--- config.mk ---
export PLATFORM = sky130hd
export DESIGN_NAME = mem_cs_decoder
export DESIGN_NICKNAME = d
export VERILOG_FILES = /design/src/rtl/mcs_pkg.sv /design/src/rtl/mcs_onehot_idx.sv /design/src/rtl/mcs_field_pick.sv /design/src/rtl/mcs_bank_enable.sv /design/src/rtl/mem_cs_decoder.sv
export SDC_FILE = /design/constraint.sdc
export NUM_CORES = 1
export LEC_CHECK = 0
export ABC_AREA = 1
export ABC_CLOCK_PERIOD_IN_PS = 800
export BUFFER_PORTS_ARGS = -buffer_cell sky130_fd_sc_hd__buf_2
export CAP_MARGIN = 20
export CORE_AREA = 8 8 49 51
export CTS_BUF_LIST = sky130_fd_sc_hd__clkbuf_8
export DETAILED_ROUTE_END_ITERATION = 7
export DIE_AREA = 0 0 57 59
export PLACE_DENSITY = 0.79
export SYNTH_ARGS = -nofsm -noshare
export SYNTH_HDL_FRONTEND = slang
export SYNTH_HIERARCHICAL = 1
export SYNTH_SLANG_ARGS = --single-unit
--- constraint.sdc ---
create_clock -name clk -period 0.8 [get_ports clk]
set_input_delay 0.08 -clock clk [delete_from_list [all_inputs] [get_ports clk]]
set_output_delay 0.08 -clock clk [all_outputs]
set_load 0.02 [all_outputs]
--- src/rtl/mcs_pkg.sv ---
package mcs_pkg;
  localparam int CS_BANKS     = 4;
  localparam int CS_FLASH_N   = 3;
  localparam int CS_SRAM_N    = 4;
  localparam int CS_ADDR_LSB  = 15;
  localparam int CS_ADDR_MSB  = 20;
  localparam int CS_FLASH_LSB = 17;
  localparam int CS_SRAM_LSB  = 16;

  typedef struct packed {
    logic [CS_BANKS-1:0] ce_n;
    logic                lo_n;
    logic                hi_n;
    logic                slow_n;
  } mcs_pins_t;

  localparam mcs_pins_t MCS_IDLE = '{ce_n: '1, lo_n: 1'b1, hi_n: 1'b1, slow_n: 1'b1};
endpackage

--- src/rtl/mcs_onehot_idx.sv ---
// Checks a size group for exactly one set bit and encodes its position.
module mcs_onehot_idx #(
  parameter int N  = 4,
  localparam int IW = (N > 1) ? $clog2(N) : 1
) (
  input  logic [N-1:0]  bits,
  output logic          valid,
  output logic [IW-1:0] idx
);
  localparam int CW = $clog2(N + 1);
  logic [CW-1:0] cnt;

  always_comb begin
    cnt = '0;
    idx = '0;
    for (int k = 0; k < N; k++) begin
      if (bits[k]) begin
        cnt = cnt + CW'(1);
        idx = IW'(k);
      end
    end
    valid = (cnt == CW'(1));
  end
endmodule

--- src/rtl/mcs_field_pick.sv ---
// Picks an FW-bit address field whose lowest bit sits at BASE+idx.
module mcs_field_pick #(
  parameter int N    = 4,
  parameter int FW   = 2,
  parameter int BASE = 16,
  localparam int IW  = (N > 1) ? $clog2(N) : 1,
  localparam int TOP = BASE + N + FW - 2
) (
  input  logic [TOP:BASE] fld,
  input  logic [IW-1:0]   idx,
  output logic [FW-1:0]   val
);
  always_comb begin
    val = '0;
    for (int k = 0; k < N; k++) begin
      if (idx == IW'(k)) val = fld[BASE+k +: FW];
    end
  end
endmodule

--- src/rtl/mcs_bank_enable.sv ---
// Turns a bank index into active-low one-cold enables.
module mcs_bank_enable #(
  parameter int NB = 4,
  localparam int SW = (NB > 1) ? $clog2(NB) : 1
) (
  input  logic          en,
  input  logic [SW-1:0] sel,
  output logic [NB-1:0] ce_n
);
  for (genvar b = 0; b < NB; b++) begin : g_bank
    assign ce_n[b] = !(en && (sel == SW'(b)));
  end
endmodule

--- src/rtl/mem_cs_decoder.sv ---
module mem_cs_decoder
  import mcs_pkg::*;
#(
  parameter int NB        = CS_BANKS,
  parameter int FLASH_N   = CS_FLASH_N,
  parameter int SRAM_N    = CS_SRAM_N,
  parameter int ADDR_LSB  = CS_ADDR_LSB,
  parameter int ADDR_MSB  = CS_ADDR_MSB,
  parameter int FLASH_LSB = CS_FLASH_LSB,
  parameter int SRAM_LSB  = CS_SRAM_LSB
) (
  input  logic                   clk,
  input  logic                   rst_n,
  input  logic                   acc_valid,
  input  logic                   slow_sel,
  input  logic                   wr_en,
  input  logic [FLASH_N-1:0]     flash_size,
  input  logic [SRAM_N-1:0]      sram_size,
  input  logic [ADDR_MSB:ADDR_LSB] acc_addr,
  output logic [NB-1:0]          bank_ce_n,
  output logic                   half_lo_n,
  output logic                   half_hi_n,
  output logic                   slow_en_n
);
  localparam int SW      = $clog2(NB);
  localparam int FIW     = (FLASH_N > 1) ? $clog2(FLASH_N) : 1;
  localparam int SIW     = (SRAM_N > 1) ? $clog2(SRAM_N) : 1;
  localparam int HALF_LSB = SRAM_LSB - 1;
  localparam int F_TOP   = FLASH_LSB + FLASH_N + SW - 2;
  localparam int S_TOP   = SRAM_LSB + SRAM_N + SW - 2;
  localparam int H_TOP   = HALF_LSB + SRAM_N - 1;

  // Reset: asserted asynchronously, released through two flops.
  logic [1:0] rst_pipe;
  logic       rst_sync_n;

  always_ff @(posedge clk or negedge rst_n) begin
    if (!rst_n) rst_pipe <= 2'b00;
    else        rst_pipe <= {rst_pipe[0], 1'b1};
  end
  assign rst_sync_n = rst_pipe[1];

  // Size group decode.
  logic           flash_ok, sram_ok;
  logic [FIW-1:0] flash_idx;
  logic [SIW-1:0] sram_idx;

  mcs_onehot_idx #(.N(FLASH_N)) u_flash_idx (
    .bits(flash_size), .valid(flash_ok), .idx(flash_idx));
  mcs_onehot_idx #(.N(SRAM_N)) u_sram_idx (
    .bits(sram_size), .valid(sram_ok), .idx(sram_idx));

  // Address field selection.
  logic [SW-1:0] flash_pair, sram_pair, bank_sel;
  logic          half_bit;

  mcs_field_pick #(.N(FLASH_N), .FW(SW), .BASE(FLASH_LSB)) u_flash_pair (
    .fld(acc_addr[F_TOP:FLASH_LSB]), .idx(flash_idx), .val(flash_pair));
  mcs_field_pick #(.N(SRAM_N), .FW(SW), .BASE(SRAM_LSB)) u_sram_pair (
    .fld(acc_addr[S_TOP:SRAM_LSB]), .idx(sram_idx), .val(sram_pair));
  mcs_field_pick #(.N(SRAM_N), .FW(1), .BASE(HALF_LSB)) u_half (
    .fld(acc_addr[H_TOP:HALF_LSB]), .idx(sram_idx), .val(half_bit));

  // Next-state.
  logic          go;
  logic [NB-1:0] ce_nxt;
  logic          lo_nxt, hi_nxt, slow_nxt;

  assign go       = acc_valid && (slow_sel ? flash_ok : sram_ok);
  assign bank_sel = slow_sel ? flash_pair : sram_pair;

  mcs_bank_enable #(.NB(NB)) u_bank (
    .en(go), .sel(bank_sel), .ce_n(ce_nxt));

  always_comb begin
    slow_nxt = 1'b1;
    lo_nxt   = 1'b1;
    hi_nxt   = 1'b1;
    if (go) begin
      if (slow_sel) begin
        slow_nxt = 1'b0;
        lo_nxt   = !wr_en;
      end else begin
        lo_nxt   = half_bit;
        hi_nxt   = !half_bit;
      end
    end
  end

  // Output register.
  logic pins_en;
  assign pins_en = 1'b1;

  always_ff @(posedge clk or negedge rst_sync_n) begin
    if (!rst_sync_n) begin
      bank_ce_n <= '1;
      half_lo_n <= 1'b1;
      half_hi_n <= 1'b1;
      slow_en_n <= 1'b1;
    end else if (pins_en) begin
      bank_ce_n <= ce_nxt;
      half_lo_n <= lo_nxt;
      half_hi_n <= hi_nxt;
      slow_en_n <= slow_nxt;
    end
  end
endmodule

==> metrics.md, run 1 <==
| Metric | Value |
|---|---|
| Routability Congestion | `0.707` |
| Slowest stage delay, CP | `0.26 ns` |
| Global-route usage over all layers | `10.8%` |
| Total leakage power | `0.623 nW` |
| Die width | `57 µm` |
| Antenna-violating nets left | `0` |
| HP Start | `acc_valid` |
| Setup crit start kind | `input pin` |
| Final wirelength | `1780 µm` |
| Met1 WL | `751 µm` |
| H-tree depth | `1` |
| Mux share of post-synthesis cell area | `0%` |
| Fin crit share | `177%` |
| PortBufs | `24` |
| Post-synthesis cell area | `714 µm²` |
| FF+latch count, synth | `9` |
| Met2 WL | `928 µm` |
| First-pass GRT wire length | `3040 µm` |
| CP Cell Sequence | `buf_8 -> inv_8 -> ha_4 -> inv_2 -> nand2_2 -> nand2_2 -> ha_4 -> nor2_4 -> nand3_2 -> a21oi_2 -> nor2_1 -> nor2_2 -> nand3_1` |
| Ranking of synthesized cells by area | `dfstp_2 26%, nand3_1 18%, inv_1 13%` |
| Synthesized area per cell | `6.68 µm²` |
| CTS clk-pin slew, worst paths | `0.04 ns` |
| Hold Crit Endpoint | `half_hi_n$_DFF_PN1_` |
| Post-DP HPWL | `1460 µm` |
| Synth top area share | `25.7%` |
| Main combinational cell family by area after synthesis | `simple AND/OR/NAND/NOR gates` |
| Ports | `25` |
| Vias/cell | `4.74` |
| Crit path buf inv count | `3` |
| Peak VDD IR | `574 µV` |
| Worst path slowest cell | `ha_4` |
| Fmax | `707 MHz` |
| Reported net switching power | `431 µW` |
| Post-synthesis net count | `130` |
| Residual DRC | `0` |
| Die area | `3360 µm²` |
| Unique masters post-synth | `19` |
| Setup violators final | `14` |
| Final Max Tran Viols | `0` |
| Drt wl/cell | `10.6 µm` |
| Pwr Density | `1310 nW/µm²` |
| Max Clock Skew | `0.00118 ns` |
| Compound-cell area share of the yosys netlist | `2.63%` |
| Worst-skew pair later-pin latency | `0.23 ns` |
| Worst EP arrival | `1.55 ns` |
| Worst path top cell family by delay | `simple AND/OR/NAND/NOR gates` |
| WHS Path Cells | `2` |
| R2R Path End | `rst_pipe[1]$_DFF_PN0_` |
| Crit. End Element | `flip-flop` |
| Core Region | `1650 µm²` |
| Die Ht | `59 µm` |
| Post-Place Setup Slack | `-0.892 ns` |
| Req. time, crit path | `0.94 ns` |
| DR top layer | `met4` |
| GRT overflow | `0` |
| Total number of vias | `797` |
| Clock power frac | `32.7%` |
| Failing checks | `setup timing` |
| Combinational power share | `33.9%` |
| Area growth syn-to-layout | `60.4%` |
| Nets | `175` |
| CTS Sinks | `9` |
| CTS tree | `yes` |
| Yosys warns | `6` |
| Final setup TNS | `-4.94 ns` |
| Initial Util | `43.3%` |
| Cell taking the most area after synthesis | `dfstp_2` |
| Initial antenna violation count | `0` |
| Iteration-0 DRC Markers | `18` |
| Hold Violations, Final | `0` |
| Synth Area in XOR/XNOR | `1.23%` |
| Sw frac | `28.7%` |
| Sequential power share | `33.5%` |
| Mapped Cells | `107` |
| Max Cap Viol | `0` |
| Crit path kind | `in2reg` |
| Fraction of layout cells with a size suffix above 1 | `45.0%` |
| Largest net degree at the start of global routing | `8` |
| Antenna Cells | `0` |
| Worst-path fanout max | `6` |
| First-pass iteration count of the detailed router | `4` |
| Internal power | `1.07 mW` |
| Sequential cell area fraction in the yosys report | `32.7%` |
| Vias in the first global route | `771` |
| Cells on worst reg2reg path | `0` |
| Worst setup margin | `-0.614 ns` |
| WL met3 | `81 µm` |
| Row count | `15` |
| Reg2reg start | `rst_pipe[0]$_DFF_PN0_` |
| Max clock buf depth | `2` |
| RSZ-0062 raised after global routing | `yes` |
| FF-to-FF setup slack | `0.33 ns` |
| Total CTS buffers | `3` |
| Status | `complete, but fails checks` |
| Clock root buffer | `clkbuf_8` |
| Min-Delay Path Class | `in2reg` |
| Final worst path period need | `1.41 ns` |
| Post-synthesis adder-cell area fraction | `8.76%` |
| Post-Synth Simple-Gate Area | `38.9%` |
## kinds of logic (layout without fill, tap and decap cells)
| logic type | after synthesis | count (layout) |
|---|---|---|
| simple gates | 60 | 60 |
| buf+inv | 28 | 72 |
| flops | 9 | 9 |
| fa+ha+maj | 5 | 5 |
| compound gates | 3 | 3 |
| other cells | 1 | 1 |
| xor+xnor | 1 | 1 |
## layout make-up
| cell class | count | area (µm²) |
|---|---|---|
| inverter | 27 | 114 |
| timing repair buffer | 41 | 314 |
| tap | 17 | 21.3 |
| clock buffer | 3 | 41.3 |
| clock inverter | 1 | 3.75 |
| fill | 147 | 505 |
| multi-input combinational | 70 | 418 |
| sequential | 9 | 234 |
## per-layer routing
| metal | vias up | track usage [%] |
|---|---|---|
| met5 | - | 0 |
| met4 | 0 | 4.03 |
| met3 | 2 | 3.00 |
| met2 | 24 | 18.9 |
| met1 | 352 | 12.0 |
| li1 | 419 | - |
## power by group through the flow
stage / logic [mW] / clock network [mW] / registers [mW]
detailed placement: 0.411 / 0 / 0.504
global placement: 0.389 / 0 / 0.504
CTS: 0.463 / 0.512 / 0.503
global route: 0.564 / 0.530 / 0.506
finish: 0.509 / 0.491 / 0.503
floorplan: 0.227 / 0 / 0.525
## state kept, by name, indices dropped and copies added (netlist names)
register and cells:
slow_en_n 1, half_hi_n 1, rst_pipe 2, half_lo_n 1, bank_ce_n 4
## metrics by stage
step                      hold slack, ns  util (%)  instances  power (mW)  area, µm²
final                             0.0756      69.4        168        1.50       1150
after global routing              0.0885      69.4        168        1.60       1150
after CTS                         0.0675      67.3        165        1.48       1110
after detailed placement          -0.133      58.5        157       0.915        966
after global placement            -0.137      58.5        157       0.892        966
after floorplan                   -0.216         -        107       0.752        757
## cells in the final DEF (no fill, tap or decap), types with 2 or more instances in the layout
cell type / n
ha_4: 2
nand4_1: 3
inv_1: 21
dfrtp_1: 2
dfstp_2: 7
nand3_1: 24
nand2_2: 3
nand3_2: 2
inv_2: 4
nor2_1: 3
buf_4: 16
clkbuf_8: 3
buf_8: 2
ha_1: 2
nand2_1: 23
buf_2: 15
buf_6: 7
## how the worst max path moves through the flow
stage | start | cells past startpoint | slack, ns | end
floorplan | sram_size[0] | 12 | -0.58 | bank_ce_n[1]$_DFF_PN1_
global route | sram_size[0] | 13 | -0.71 | bank_ce_n[2]$_DFF_PN1_
detailed placement | sram_size[0] | 11 | -0.89 | bank_ce_n[2]$_DFF_PN1_
finish | sram_size[0] | 13 | -0.61 | bank_ce_n[2]$_DFF_PN1_
CTS | sram_size[0] | 13 | -0.62 | bank_ce_n[2]$_DFF_PN1_
global placement | sram_size[0] | 13 | -0.84 | bank_ce_n[3]$_DFF_PN1_
## cell usage after synthesis
| library cell | n |
|---|---|
| nand3_1 | 25 |
| inv_1 | 24 |
| nand2_1 | 24 |
| dfstp_2 | 7 |
| ha_1 | 5 |
| nor2_1 | 4 |
| nand4_1 | 3 |
| dfrtp_1 | 2 |
| inv_2 | 2 |
| nand2_2 | 2 |
| a21oi_2 | 1 |
| buf_4 | 1 |
| clkinv_1 | 1 |
| conb_1 | 1 |
| nand3_2 | 1 |
| nor2_2 | 1 |
| o21ai_0 | 1 |
| o21ai_1 | 1 |
| xor2_1 | 1 |
## timing repair
item	CTS	global route
gates resized for setup	22	3
buffers inserted	3	3
endpoints found under the hold margin	2	0
hold buffers	1	0
pin swaps	10	9
endpoints found under the setup margin	14	14
No activity file was read; power rests on OpenSTA's default activity.
==> run 2, diff against run 1 <==
Settings changed: GPL_TIMING_DRIVEN from default to 0, RECOVER_POWER from default to 100.
==> metrics.md, run 2 (same netlist as run 1, synthesis figures left out) <==
| Metric | Value |
|---|---|
| Status | `complete, but fails checks` |
| Failing checks | `setup timing` |
| Post-DP HPWL | `1330 µm (-8.6%)` |
| Iteration-0 DRC Markers | `16 (-2)` |
| Die Ht | `59 µm (unchanged)` |
| Total CTS buffers | `3 (unchanged)` |
| Total number of vias | `760 (-4.6%)` |
| Core Region | `1650 µm² (unchanged)` |
| Crit. End Element | `flip-flop` |
| Tot Pwr | `1.42 mW (-5.3%)` |
| Placed Instance Area | `898 µm² (-7.0%)` |
| Worst-skew pair later-pin latency | `0.23 ns (about the same)` |
| R2R Path End | `rst_pipe[1]$_DFF_PN0_` |
| Antenna Cells | `0 (unchanged)` |
| Area growth syn-to-layout | `46.2%` |
| Final wirelength | `1640 µm (-8.2%)` |
| Initial Util | `43.3% (unchanged)` |
| Min-Delay Path Class | `in2reg` |
| Vias in the first global route | `730 (-5.3%)` |
| Hold Violations, Final | `0 (unchanged)` |
| Pwr Density | `1360 nW/µm² (+3.9%)` |
| Reg with most FFs | `bank_ce_n` |
| Row count | `15 (unchanged)` |
| PortBufs | `24 (unchanged)` |
| CP endpoint | `bank_ce_n[3]$_DFF_PN1_` |
| First-pass GRT wire length | `2920 µm (-3.9%)` |
| Inst Count DP | `148 (-5.7%)` |
| Worst EP arrival | `1.51 ns (-0.04 ns)` |
| CTS tree | `yes` |
| Cells on worst reg2reg path | `0 (unchanged)` |
| FF-to-FF setup slack | `0.33 ns (about the same)` |
| Most common cell after layout, fill and taps aside | `nand3_1` |
| CP startpoint | `sram_size[0]` |
| Drt wl/cell | `10.5 µm (-1.1%)` |
| Hold WS | `0.0532 ns (-0.0224 ns)` |
| H-tree depth | `1 (unchanged)` |
| Max Cap Viol | `0 (unchanged)` |
| Max clock buf depth | `2 (unchanged)` |
| Worst-path fanout max | `6 (unchanged)` |
| CP Cell Sequence | `buf_8 -> inv_8 -> ha_4 -> inv_2 -> nand2_2 -> nand2_2 -> ha_4 -> nor2_2 -> nand3_1 -> a21oi_2 -> nor2_1 -> nor2_2 -> nand3_1` |
| Largest net degree at the start of global routing | `9 (+1)` |
| Fin crit share | `170% (-6.4 points)` |
| Setup crit start kind | `input pin` |
| Slowest stage delay, CP | `0.27 ns (about the same)` |
| Post-route cell area | `1040 µm² (-8.8%)` |
| Die area | `3360 µm² (unchanged)` |
| Routability Congestion | `0.712 (+0.61%)` |
| Crit path kind | `in2reg` |
| Reg2reg start | `rst_pipe[0]$_DFF_PN0_` |
| Die width | `57 µm (unchanged)` |
| Fillers | `145 (-1.4%)` |
| CTS clk-pin slew, worst paths | `0.04 ns (about the same)` |
| Largest register FFs | `4 (unchanged)` |
| Fmax | `734 MHz (+3.8%)` |
| Initial antenna violation count | `0 (unchanged)` |
| RSZ-0062 raised after global routing | `yes` |
| Total leakage power | `0.562 nW (-9.7%)` |
| Req. time, crit path | `0.94 ns (about the same)` |
| First-pass iteration count of the detailed router | `6 (+2)` |
| Nets | `163 (-6.9%)` |
| Clock root buffer | `clkbuf_8` |
| Vias/cell | `4.87 (+2.7%)` |
| Final setup TNS | `-4.58 ns (+0.359 ns)` |
| CTS Sinks | `9 (unchanged)` |
| Ports | `25 (unchanged)` |
| WHS Path Cells | `2 (unchanged)` |
| Final Max Tran Viols | `0 (unchanged)` |
| Residual DRC | `0 (unchanged)` |
| Fraction of layout cells with a size suffix above 1 | `38.8% (-6.2 points)` |
| Worst path slowest cell | `ha_4` |
| Peak VDD IR | `521 µV (-9.2%)` |
| Most frequent cells in the layout | `25 x nand3_1, 23 x nand2_1, 21 x inv_1, 14 x buf_2` |
| Top flop regs | `bank_ce_n x4, rst_pipe x2` |
| Final worst path period need | `1.36 ns (-0.0513 ns)` |
| Final instance count without filler cells | `156 (-7.1%)` |
| Setup violators final | `14 (unchanged)` |
| Max Clock Skew | `0.000173 ns (-0.00100 ns)` |
| Global-route usage over all layers | `10.3% (-0.48 points)` |
| Worst setup margin | `-0.563 ns (+0.0513 ns)` |
| Antenna-violating nets left | `0 (unchanged)` |
| GRT overflow | `0 (unchanged)` |
run 2: changes by cell type in the layout (fill, tap and decap cells not counted), sizes merged:
cell / delta
clkbuf: +1
buf: -13
run 2: final cells by class:
cell class	instances	area, µm²	share of cell area [%]
multi-input cells	70	408	39.0
flip-flops and latches	9	234	22.4
repair buffers	28	215	20.6
inverters	27	114	10.9
clock buffers	3	41.3	3.95
well taps	17	21.3	2.04
plain buffers	1	7.51	0.719
clock inverters	1	3.75	0.359
run 2: power by group:
part	switching, mW	internal, mW
Clock	0.156	0.332
Combinational	0.237	0.197
Sequential	0.0134	0.489
run 2: worst min path at each step:
stage | startpoint | endpoint | slack [ns]
2_1_floorplan | rst_n | rst_pipe[0]$_DFF_PN0_ | -0.22
3_3_place_gp | rst_n | rst_pipe[0]$_DFF_PN0_ | -0.14
3_5_place_dp | rst_n | rst_pipe[1]$_DFF_PN0_ | -0.13
4_1_cts | acc_valid | half_hi_n$_DFF_PN1_ | 0.05
5_1_grt | acc_valid | half_hi_n$_DFF_PN1_ | 0.05
6_report | acc_valid | half_hi_n$_DFF_PN1_ | 0.05
run 2: per-stage QoR:
step	setup slack [ns]	utilization [%]
floorplan	-0.584	-
global placement	-0.852	54.4
detailed placement	-0.902	54.4
CTS	-0.614	62.7
global route	-0.684	63.3
finish	-0.563	63.3
run 2: routing by layer:
metal	GRT usage, %	vias to the layer above	wire length (µm)
met5	0	-	0
met4	4.03	0	0
met3	3.22	0	107
met2	17.7	24	831
met1	11.5	344	698
li1	-	392	-
run 2: repair_timing:
action,in CTS,in global routing
hold buffers,1,0
setup endpoints to repair,14,14
pin swaps,10,10
endpoints found under the hold margin,2,0
resized for setup,23,1
setup buffers,2,1
run 2: critical path: cells and delay by family:
family / cells / cell delay, ns
adders and majority gates: 2 / 0.48
AOI/OAI and AO/OA: 1 / 0.14
buffers and inverters: 3 / 0.15
and+or+nand+nor: 7 / 0.65
